--- config.mk ---
export PLATFORM = sky130hd
export DESIGN_NAME = bus_parity_xcvr
export DESIGN_NICKNAME = d
export VERILOG_FILES = /design/src/rtl/xcvr_pkg.sv /design/src/rtl/xcvr_parity_tree.sv /design/src/rtl/xcvr_mode_dec.sv /design/src/rtl/bus_parity_xcvr.sv
export SDC_FILE = /design/constraint.sdc
export NUM_CORES = 1
export LEC_CHECK = 0
export CAP_MARGIN = 20
export CORE_MARGIN = 3
export CORE_UTILIZATION = 35
export DETAILED_ROUTE_END_ITERATION = 8
export PLACE_DENSITY = 0.77
export SYNTH_ARGS = -nofsm -noshare
export SYNTH_HDL_FRONTEND = slang
export SYNTH_SLANG_ARGS = --single-unit
export TNS_END_PERCENT = 100
--- constraint.sdc ---
create_clock -name clk -period 2.2 [get_ports clk]
set_clock_uncertainty 0.1 [all_clocks]
set_input_delay 0.22 -clock clk [delete_from_list [all_inputs] [get_ports clk]]
set_output_delay 0.22 -clock clk [all_outputs]
set_load 0.005 [all_outputs]
--- src/rtl/xcvr_pkg.sv ---
package xcvr_pkg;
  typedef enum logic [1:0] {
    MODE_OFF = 2'd0,
    MODE_TX  = 2'd1,
    MODE_RX  = 2'd2
  } xcvr_mode_e;
endpackage

--- src/rtl/xcvr_parity_tree.sv ---
module xcvr_parity_tree #(
  parameter int W = 8
) (
  input  logic [W-1:0] d,
  output logic         odd_cnt
);
  logic [W:0] acc;
  assign acc[0] = 1'b0;
  for (genvar i = 0; i < W; i++) begin : g_chain
    assign acc[i+1] = acc[i] ^ d[i];
  end
  assign odd_cnt = acc[W];
endmodule

--- src/rtl/xcvr_mode_dec.sv ---
module xcvr_mode_dec
  import xcvr_pkg::*;
(
  input  logic       dir_i,
  input  logic       dis_i,
  output xcvr_mode_e mode
);
  always_comb begin
    if (dis_i)      mode = MODE_OFF;
    else if (dir_i) mode = MODE_TX;
    else            mode = MODE_RX;
  end
endmodule

--- src/rtl/bus_parity_xcvr.sv ---
module bus_parity_xcvr
  import xcvr_pkg::*;
#(
  parameter int W = 8
) (
  input  logic         clk,
  input  logic         rst,
  input  logic         dir_i,
  input  logic         dis_i,
  input  logic         odd_i,
  input  logic [W-1:0] a_in,
  input  logic [W-1:0] b_in,
  input  logic         par_in,
  output logic [W-1:0] a_out,
  output logic         a_oe,
  output logic [W-1:0] b_out,
  output logic         b_oe,
  output logic         par_out,
  output logic         par_oe,
  output logic         flag_out,
  output logic         flag_oe
);
  xcvr_mode_e mode;
  logic a_odd, b_odd;

  xcvr_mode_dec u_dec (.dir_i(dir_i), .dis_i(dis_i), .mode(mode));
  xcvr_parity_tree #(.W(W)) u_pa (.d(a_in), .odd_cnt(a_odd));
  xcvr_parity_tree #(.W(W)) u_pb (.d(b_in), .odd_cnt(b_odd));

  always_ff @(posedge clk) begin
    if (rst) begin
      a_out <= '0; a_oe <= 1'b0;
      b_out <= '0; b_oe <= 1'b0;
      par_out <= 1'b0; par_oe <= 1'b0;
      flag_out <= 1'b0; flag_oe <= 1'b0;
    end else begin
      a_out <= '0; a_oe <= 1'b0;
      b_out <= '0; b_oe <= 1'b0;
      par_out <= 1'b0; par_oe <= 1'b0;
      flag_out <= 1'b0; flag_oe <= 1'b0;
      case (mode)
        MODE_TX: begin
          b_out   <= a_in;
          b_oe    <= 1'b1;
          par_out <= a_odd ^ odd_i;
          par_oe  <= 1'b1;
        end
        MODE_RX: begin
          a_out    <= b_in;
          a_oe     <= 1'b1;
          flag_out <= ~(b_odd ^ par_in ^ odd_i);
          flag_oe  <= 1'b1;
        end
        default: ;
      endcase
    end
  end
endmodule

==> impl_metrics.env, run 1 <==
export IMPL_status="complete, no violations"
export IMPL_crit_path_max_incr_delay_ns=0.52
export IMPL_total_power_mw=0.819
export IMPL_min_period_over_period_pct=67.0
export IMPL_hold_viol_final=0
export IMPL_crit_family="XOR/XNOR gates"
export IMPL_cap_violations=0
export IMPL_critical_path_startpoint_type="primary input"
export IMPL_cts_repair_resized=0
export IMPL_num_vias=522
export IMPL_slew_headroom_pct=67.7
export IMPL_power_leakage_nw=0.474
export IMPL_antenna_found_initial=0
export IMPL_portBuffers=43
export IMPL_period_needed_ns=1.47
export IMPL_syn_area_um2=704
export IMPL_clk_pin_slew_ns=0.12
export IMPL_crit_slowest_cell="clkdlybuf4s50_1"
export IMPL_fillers=145
export IMPL_firstDrtPassIters=4
export IMPL_slew_viol_final=0
export IMPL_synthMuxAreaShare_pct=0
export IMPL_cts_max_path_buffers=2
export IMPL_max_slew_worst_pin_slew_ns=0.482
export IMPL_die_h_um=50.9
export IMPL_synthesis_nets=79
export IMPL_hold_buffers=0
export IMPL_wire_per_inst_um=10.4
export IMPL_arrival_ns=1.58
export IMPL_grt_pass1_wl_mm=2.24
export IMPL_cp_depth=5
export IMPL_ir_drop_mv=0.395
export IMPL_core_mm2=0.00182
export IMPL_synth_compound_area_share_pct=0
export IMPL_syn_inst=57
export IMPL_grt_setup_unrepaired="no"
export IMPL_dieArea_mm2=0.00259
export IMPL_setup_viol=0
export IMPL_yosys_warnings=0
export IMPL_synthSimpleGateAreaFrac_pct=18.5
export IMPL_worstHoldPathCells=2
export IMPL_cp_required_ns=2.30
export IMPL_crit_type="primary input to flip-flop"
export IMPL_setup_tns_ns=0
export IMPL_cts_num_sinks=20
export IMPL_avgViaCountPerCell=4.08
export IMPL_gp_congestion=0.679
export IMPL_ant_nets=0
export IMPL_die_w_um=50.9
export IMPL_min_path_type="primary input to flip-flop"
export IMPL_synth_top_family_by_area="XOR/XNOR gates"
export IMPL_synth_xor_area_share_pct=22.6
export IMPL_rows=15
export IMPL_drc=0
export IMPL_nets=126
export IMPL_ys_ff_latch=20
export IMPL_root_buffer="clkbuf_4"
export IMPL_synthDistinctLibCells=8
export IMPL_path_buf_inv=1
export IMPL_io_pin_count=44
export IMPL_cts_inserted_buffers=3
export IMPL_crit_path_end_kind="flip-flop"
export IMPL_drt_iter0_markers=2
export IMPL_place_inst=124
export IMPL_crit_chain="clkdlybuf4s50_1 > xor2_1 > xnor3_1 > xnor2_1 > and2_1"
export IMPL_synthAdderAreaFrac_pct=0
export IMPL_cts_max_level=1
export IMPL_crit_fanout=2
export IMPL_start_util_pct=38.7
export IMPL_cts_tree="built"
export IMPL_area_growth_syn_to_layout_pct=71.9
export IMPL_n_antenna_cell=0
export IMPL_stdcell_count=128
export IMPL_routed_wl_mm=1.33
export IMPL_postSynthAreaPerCell_um2=12.4
export IMPL_overflow=0
export IMPL_grt_max_degree=13
export IMPL_grt_pass1_vias=508
export IMPL_drive_above_1_share_pct=5.83
export IMPL_fmax_ghz=0.679
export IMPL_pwr_density_cell_mw_per_mm2=676
export IMPL_track_usage_pct=11.3
export IMPL_postCtsSetupRepairBufs=0
export IMPL_seq_area_frac_synth_pct=56.8
[final cells by class]
class                   count  area [µm²]  share of cell area, %
well taps                  25        31.3                   2.58
flip-flops and latches     20         400                   33.1
multi-input cells          35         289                   23.9
clock inverters             1        30.0                   2.48
repair buffers             44         438                   36.2
clock buffers               3        22.5                   1.86
[report_power, final]
| part | leakage, nW | internal (mW) | switching [mW] |
|---|---|---|---|
| logic | 0.283 | 0.103 | 0.0418 |
| registers | 0.163 | 0.374 | 0.00317 |
| clock network | 0.0279 | 0.184 | 0.113 |
| total | 0.474 | 0.661 | 0.158 |
[cell usage after synthesis, drive strengths merged]
master | count | area [µm²]
xor2 | 2 | 17.5
dfxtp | 20 | 400
xnor2 | 11 | 96.3
nor3 | 1 | 5.00
buf | 2 | 15.0
and2 | 18 | 113
nor3b | 1 | 12.5
xnor3 | 2 | 45.0
[cell families (layout without fill, tap and decap cells)]
family,count (synthesis),count (layout)
DFF,20,20
buffers and inverters,2,48
and+or+nand+nor,20,20
xor gates and xnor gates,15,15
[per-layer routing]
metal / share of wire [%] / GRT usage, % / wire [µm] / vias up
li1: - / - / - / 266
met1: 36 / 12.1 / 480 / 236
met2: 58 / 21.5 / 773 / 18
met3: 3.9 / 0.875 / 52 / 2
met4: 1.7 / 6.73 / 22 / 0
met5: 0 / 0 / 0 / -
[worst paths after layout]
kind,startpoint,endpoint,slack (ns)
setup / recovery,odd_i,flag_out,0.73
hold / removal,a_in[0],b_out[0],0.43
[per-stage QoR]
stage                     instance area, µm²  hold WS [ns]  setup WS [ns]  utilization [%]
after CTS                               1210         0.421          0.709             66.5
after detailed placement                1160         0.744          0.408             63.6
after global routing                    1210         0.416          0.636             66.5
after floorplan                          704         0.226          0.970                -
after global placement                  1160         0.739          0.420             63.6
final                                   1210         0.426          0.726             66.5
[registers in the layout, indices dropped and copies added, names as in the netlist]
name and cells:
par_oe 1, flag_oe 1, a_out 8, flag_out 1, b_out 8, par_out 1
[cell usage in the layout, fill, tap and decap left out]
master	instances
xor2_1	2
bufinv_16	1
clkdlybuf4s50_1	43
and2_1	18
nor3b_2	1
xnor3_1	2
nor3_1	1
xnor2_1	11
buf_4	1
dfxtp_1	20
clkbuf_4	3
(Power assumes the default switching activity.)
==> run 2, diff against run 1 <==
clock period = 1.5 ns   (was 2.2 ns; I/O delays follow)
==> run 2 against run 1 <==
- setup slack worse by 0.61 ns
- highest routed layer unchanged
- critical path depth down 4
- design area down 0.10%
- critical endpoint is now par_oe
==> impl_metrics.env, run 2 (same netlist as run 1, synthesis figures left out) <==
export IMPL_status="complete, no violations"
export IMPL_gp_congestion=0.698
export IMPL_io_pin_count=44
export IMPL_cts_max_path_buffers=2
export IMPL_overflow=0
export IMPL_wire_per_inst_um=10.2
export IMPL_drive_above_1_share_pct=7.62
export IMPL_critical_path_startpoint_type="flip-flop"
export IMPL_crit_type="flip-flop to primary output"
export IMPL_root_buffer="clkbuf_4"
export IMPL_hold_buffers=0
export IMPL_power_leakage_nw=0.477
export IMPL_cts_max_level=1
export IMPL_core_mm2=0.00182
export IMPL_cp_required_ns=1.25
export IMPL_setup_viol=0
export IMPL_grt_max_degree=12
export IMPL_slew_viol_final=0
export IMPL_ir_drop_mv=0.604
export IMPL_hold_viol_final=0
export IMPL_fillers=166
export IMPL_fin_ws_ns=0.111
export IMPL_area_growth_syn_to_layout_pct=71.8
export IMPL_cts_inserted_buffers=3
export IMPL_cts_num_sinks=20
export IMPL_crit_slowest_cell="clkdlybuf4s50_1"
export IMPL_grt_setup_unrepaired="no"
export IMPL_min_period_over_period_pct=92.6
export IMPL_post_dp_hpwl_mm=1.13
export IMPL_antenna_found_initial=0
export IMPL_preCtsSetupSlack_ns=-0.221
export IMPL_max_slew_worst_pin_slew_ns=0.190
export IMPL_cap_violations=0
export IMPL_start_util_pct=38.7
export IMPL_total_power_mw=1.07
export IMPL_crit_path_max_incr_delay_ns=0.50
export IMPL_n_antenna_cell=0
export IMPL_clk_pin_slew_ns=0.11
export IMPL_track_usage_pct=11.9
export IMPL_grt_pass1_vias=482
export IMPL_routed_wl_mm=1.33
export IMPL_cts_tree="built"
export IMPL_min_path_type="primary input to flip-flop"
export IMPL_drt_iter0_markers=2
export IMPL_final_common_cell="clkdlybuf4s50_1"
export IMPL_die_w_um=50.9
export IMPL_top_regs="a_out x8, b_out x8"
export IMPL_final_core_util_pct=66.5
export IMPL_dieArea_mm2=0.00259
export IMPL_ant_nets=0
export IMPL_postCtsSetupRepairBufs=0
export IMPL_slew_headroom_pct=87.2
export IMPL_crit_path_end_kind="primary output"
export IMPL_startpoint="par_oe"
export IMPL_drc=0
export IMPL_num_vias=538
export IMPL_pwr_density_cell_mw_per_mm2=887
export IMPL_crit_family="buffers and inverters"
export IMPL_crit_chain="clkdlybuf4s50_1"
export IMPL_die_h_um=50.9
export IMPL_final_area_mm2=0.00121
export IMPL_arrival_ns=1.14
export IMPL_period_needed_ns=1.39
export IMPL_portBuffers=43
export IMPL_fmax_ghz=0.720
export IMPL_path_buf_inv=1
export IMPL_final_cell_mix="clkdlybuf4s50_1 (43), dfxtp_1 (20), and2_1 (18)"
export IMPL_avgViaCountPerCell=4.14
export IMPL_grt_pass1_wl_mm=2.17
export IMPL_nets=128
export IMPL_rows=15
export IMPL_min_from="b_in[7]"
export IMPL_firstDrtPassIters=2
export IMPL_cts_repair_resized=0
export IMPL_dpl_cell_area_mm2=0.00117
export IMPL_setup_tns_ns=0
export IMPL_crit_fanout=2
run 2: cell types whose count changed in the layout (fill, tap and decap cells not counted), sizes merged:
cell | before | now
bufinv | 1 | 0
buf | 1 | 3
clkbuf | 3 | 4
run 2: path summary, 6_finish.rpt:
path / endpoint / slack (ns) / cells past startpoint
worst min-delay path: a_out[7] / 0.36 / 2
worst max-delay path: par_oe / 0.11 / 1
run 2: layout make-up:
cell class / count / area [µm²] / share of cell area (%)
Timing Repair Buffer: 46 / 453 / 37.4
Tap cell: 25 / 31.3 / 2.59
Clock buffer: 4 / 36.3 / 3.00
Sequential cell: 20 / 400 / 33.1
Multi-Input combinational cell: 35 / 289 / 23.9
run 2: metal layers:
layer / vias to the layer above / global-route usage, % / routed length [µm]
met5: - / 0 / 0
met3: 4 / 2.62 / 54
met4: 0 / 10.8 / 54
li1: 270 / - / -
met2: 20 / 20.7 / 749
met1: 244 / 11.7 / 474
run 2: report_power, final:
| part | internal [mW] | switching, mW | total, mW |
|---|---|---|---|
| logic | 0.154 | 0.0612 | 0.215 |
| registers | 0.549 | 0.00420 | 0.553 |
| clock network | 0.148 | 0.157 | 0.305 |
| total | 0.851 | 0.222 | 1.07 |
run 2: per-stage QoR:
stage | hold WS (ns) | instances
4_1_cts | 0.349 | 130
2_1_floorplan | 0.156 | 57
3_3_place_gp | 0.668 | 126
5_1_grt | 0.345 | 130
6_report | 0.355 | 130
3_5_place_dp | 0.674 | 126
==> run 3, diff against run 2 <==
CORE_MARGIN = not set   (was 3)
==> run 3 against run 2 <==
- sequential cell count unchanged
- wire length decreased by 7.7%
- combinational power hardly changed
- core utilization decreased by 0.072 points
- via count is 5.2% lower
- final cell count down 0.77%
- clock power decreased by 23%
- sequential share of layout area increased by 0.38 points
- global-route usage is 0.16 points lower
- total power decreased by 6.5%
- worst hold slack better by 0.011 ns
- first-iteration DRC count decreased by 50%
- highest routed layer unchanged
==> impl_metrics.env, run 3 (same netlist as run 1, synthesis figures left out) <==
export IMPL_critical_path_startpoint_type="primary input"
export IMPL_clk_pin_slew_ns=0.10
export IMPL_period_needed_ns=1.40
export IMPL_cap_violations=0
export IMPL_min_period_over_period_pct=93.4
export IMPL_slew_viol_final=0
export IMPL_preCtsSetupSlack_ns=-0.225
export IMPL_arrival_ns=1.49
export IMPL_ant_nets=0
export IMPL_crit_fanout=2
export IMPL_start_util_pct=39.1
export IMPL_pwr_density_cell_mw_per_mm2=839
export IMPL_max_slew_worst_pin_slew_ns=0.200
export IMPL_core_mm2=0.00180
export IMPL_area_growth_syn_to_layout_pct=69.8
export IMPL_cts_max_path_buffers=2
export IMPL_met3_usage_pct=1.54
export IMPL_num_vias=510
export IMPL_grt_pass1_wl_mm=1.73
export IMPL_grt_pass1_vias=400
export IMPL_hold_buffers=0
export IMPL_gp_congestion=0.658
export IMPL_hold_viol_final=0
export IMPL_cts_tree="built"
export IMPL_p_int_mw=0.796
export IMPL_drive_above_1_share_pct=6.73
export IMPL_nets=128
export IMPL_switching_share_pct=20.6
export IMPL_power_leakage_nw=0.470
export IMPL_avgViaCountPerCell=3.95
export IMPL_overflow=0
export IMPL_firstDrtPassIters=2
export IMPL_cts_inserted_buffers=3
export IMPL_switchingPower_mw=0.207
export IMPL_crit_type="primary input to flip-flop"
export IMPL_cts_num_sinks=20
export IMPL_status="complete, no violations"
export IMPL_die_h_um=46.9
export IMPL_drc=0
export IMPL_p_seq_share_pct=55.1
export IMPL_use_met2_pct=20.0
export IMPL_root_buffer="clkbuf_4"
export IMPL_n_antenna_cell=0
export IMPL_postCtsSetupRepairBufs=0
export IMPL_track_usage_pct=11.7
export IMPL_die_w_um=46.9
export IMPL_setup_viol=0
export IMPL_top_regs="a_out x8, b_out x8"
export IMPL_p_clk_share_pct=23.5
export IMPL_fin_ws_ns=0.0990
export IMPL_grt_setup_unrepaired="no"
export IMPL_cts_max_level=1
export IMPL_rows=15
export IMPL_io_pin_count=44
export IMPL_wire_per_inst_um=9.53
export IMPL_final_common_cell="clkdlybuf4s50_1"
export IMPL_cts_repair_resized=0
export IMPL_routed_wl_mm=1.23
export IMPL_grt_max_degree=11
export IMPL_slew_headroom_pct=86.6
export IMPL_fmax_ghz=0.714
export IMPL_min_path_type="primary input to flip-flop"
export IMPL_dieArea_mm2=0.00220
export IMPL_grt_use_met1_pct=12.7
export IMPL_min_from="b_in[0]"
export IMPL_drt_iter0_markers=1
export IMPL_crit_path_end_kind="flip-flop"
export IMPL_hold_ws_ns=0.366
export IMPL_final_cell_mix="clkdlybuf4s50_1 (43), dfxtp_1 (20), and2_1 (18)"
export IMPL_cp_required_ns=1.59
export IMPL_portBuffers=43
export IMPL_grt_busiest_layer="met2"
export IMPL_startpoint="odd_i"
export IMPL_ir_drop_mv=0.523
export IMPL_antenna_found_initial=0
export IMPL_power_share_combinational_pct=21.4
[run 3: cell type report]
type                            count  area (µm²)
Fill cell                         154         606
Timing Repair Buffer               46         453
Sequential cell                    20         400
Multi-Input combinational cell     35         289
Tap cell                           25        31.3
Clock buffer                        3        22.5
[run 3: critical path: stages]
cell and delay [ns]:
clkdlybuf4s50_1 0.49, xor2_1 0.15, xnor3_1 0.42, xnor2_1 0.13, and2_1 0.15
[run 3: metal layers]
metal / share of wire (%) / vias to the layer above
met2: 52 / 20
met5: 0 / -
met3: 6.5 / 2
met4: 1.5 / 0
li1: - / 271
met1: 39 / 217
[run 3: path summary, 6_finish.rpt]
| check | slack (ns) | endpoint | cells past startpoint |
|---|---|---|---|
| min | 0.37 | a_out[0] | 2 |
| max | 0.1 | flag_out | 5 |
[run 3: power by group through the flow]
stage / Combinational (mW) / Clock (mW) / Sequential [mW]
final: 0.214 / 0.236 / 0.553
after global routing: 0.235 / 0.256 / 0.555
after CTS: 0.218 / 0.247 / 0.553
after detailed placement: 0.217 / 0 / 0.566
after global placement: 0.213 / 0 / 0.565
after floorplan: 0.0995 / 0 / 0.569
[run 3: per-stage QoR]
step	setup TNS, ns	std cells	utilization [%]	power (mW)	cell area, µm²
after floorplan	0	57	-	0.668	704
after global placement	-0.343	126	65.1	0.779	1170
after detailed placement	-0.423	126	65.1	0.783	1170
after CTS	0	129	66.4	1.02	1200
after global routing	0	129	66.4	1.05	1200
final	0	129	66.4	1.00	1200
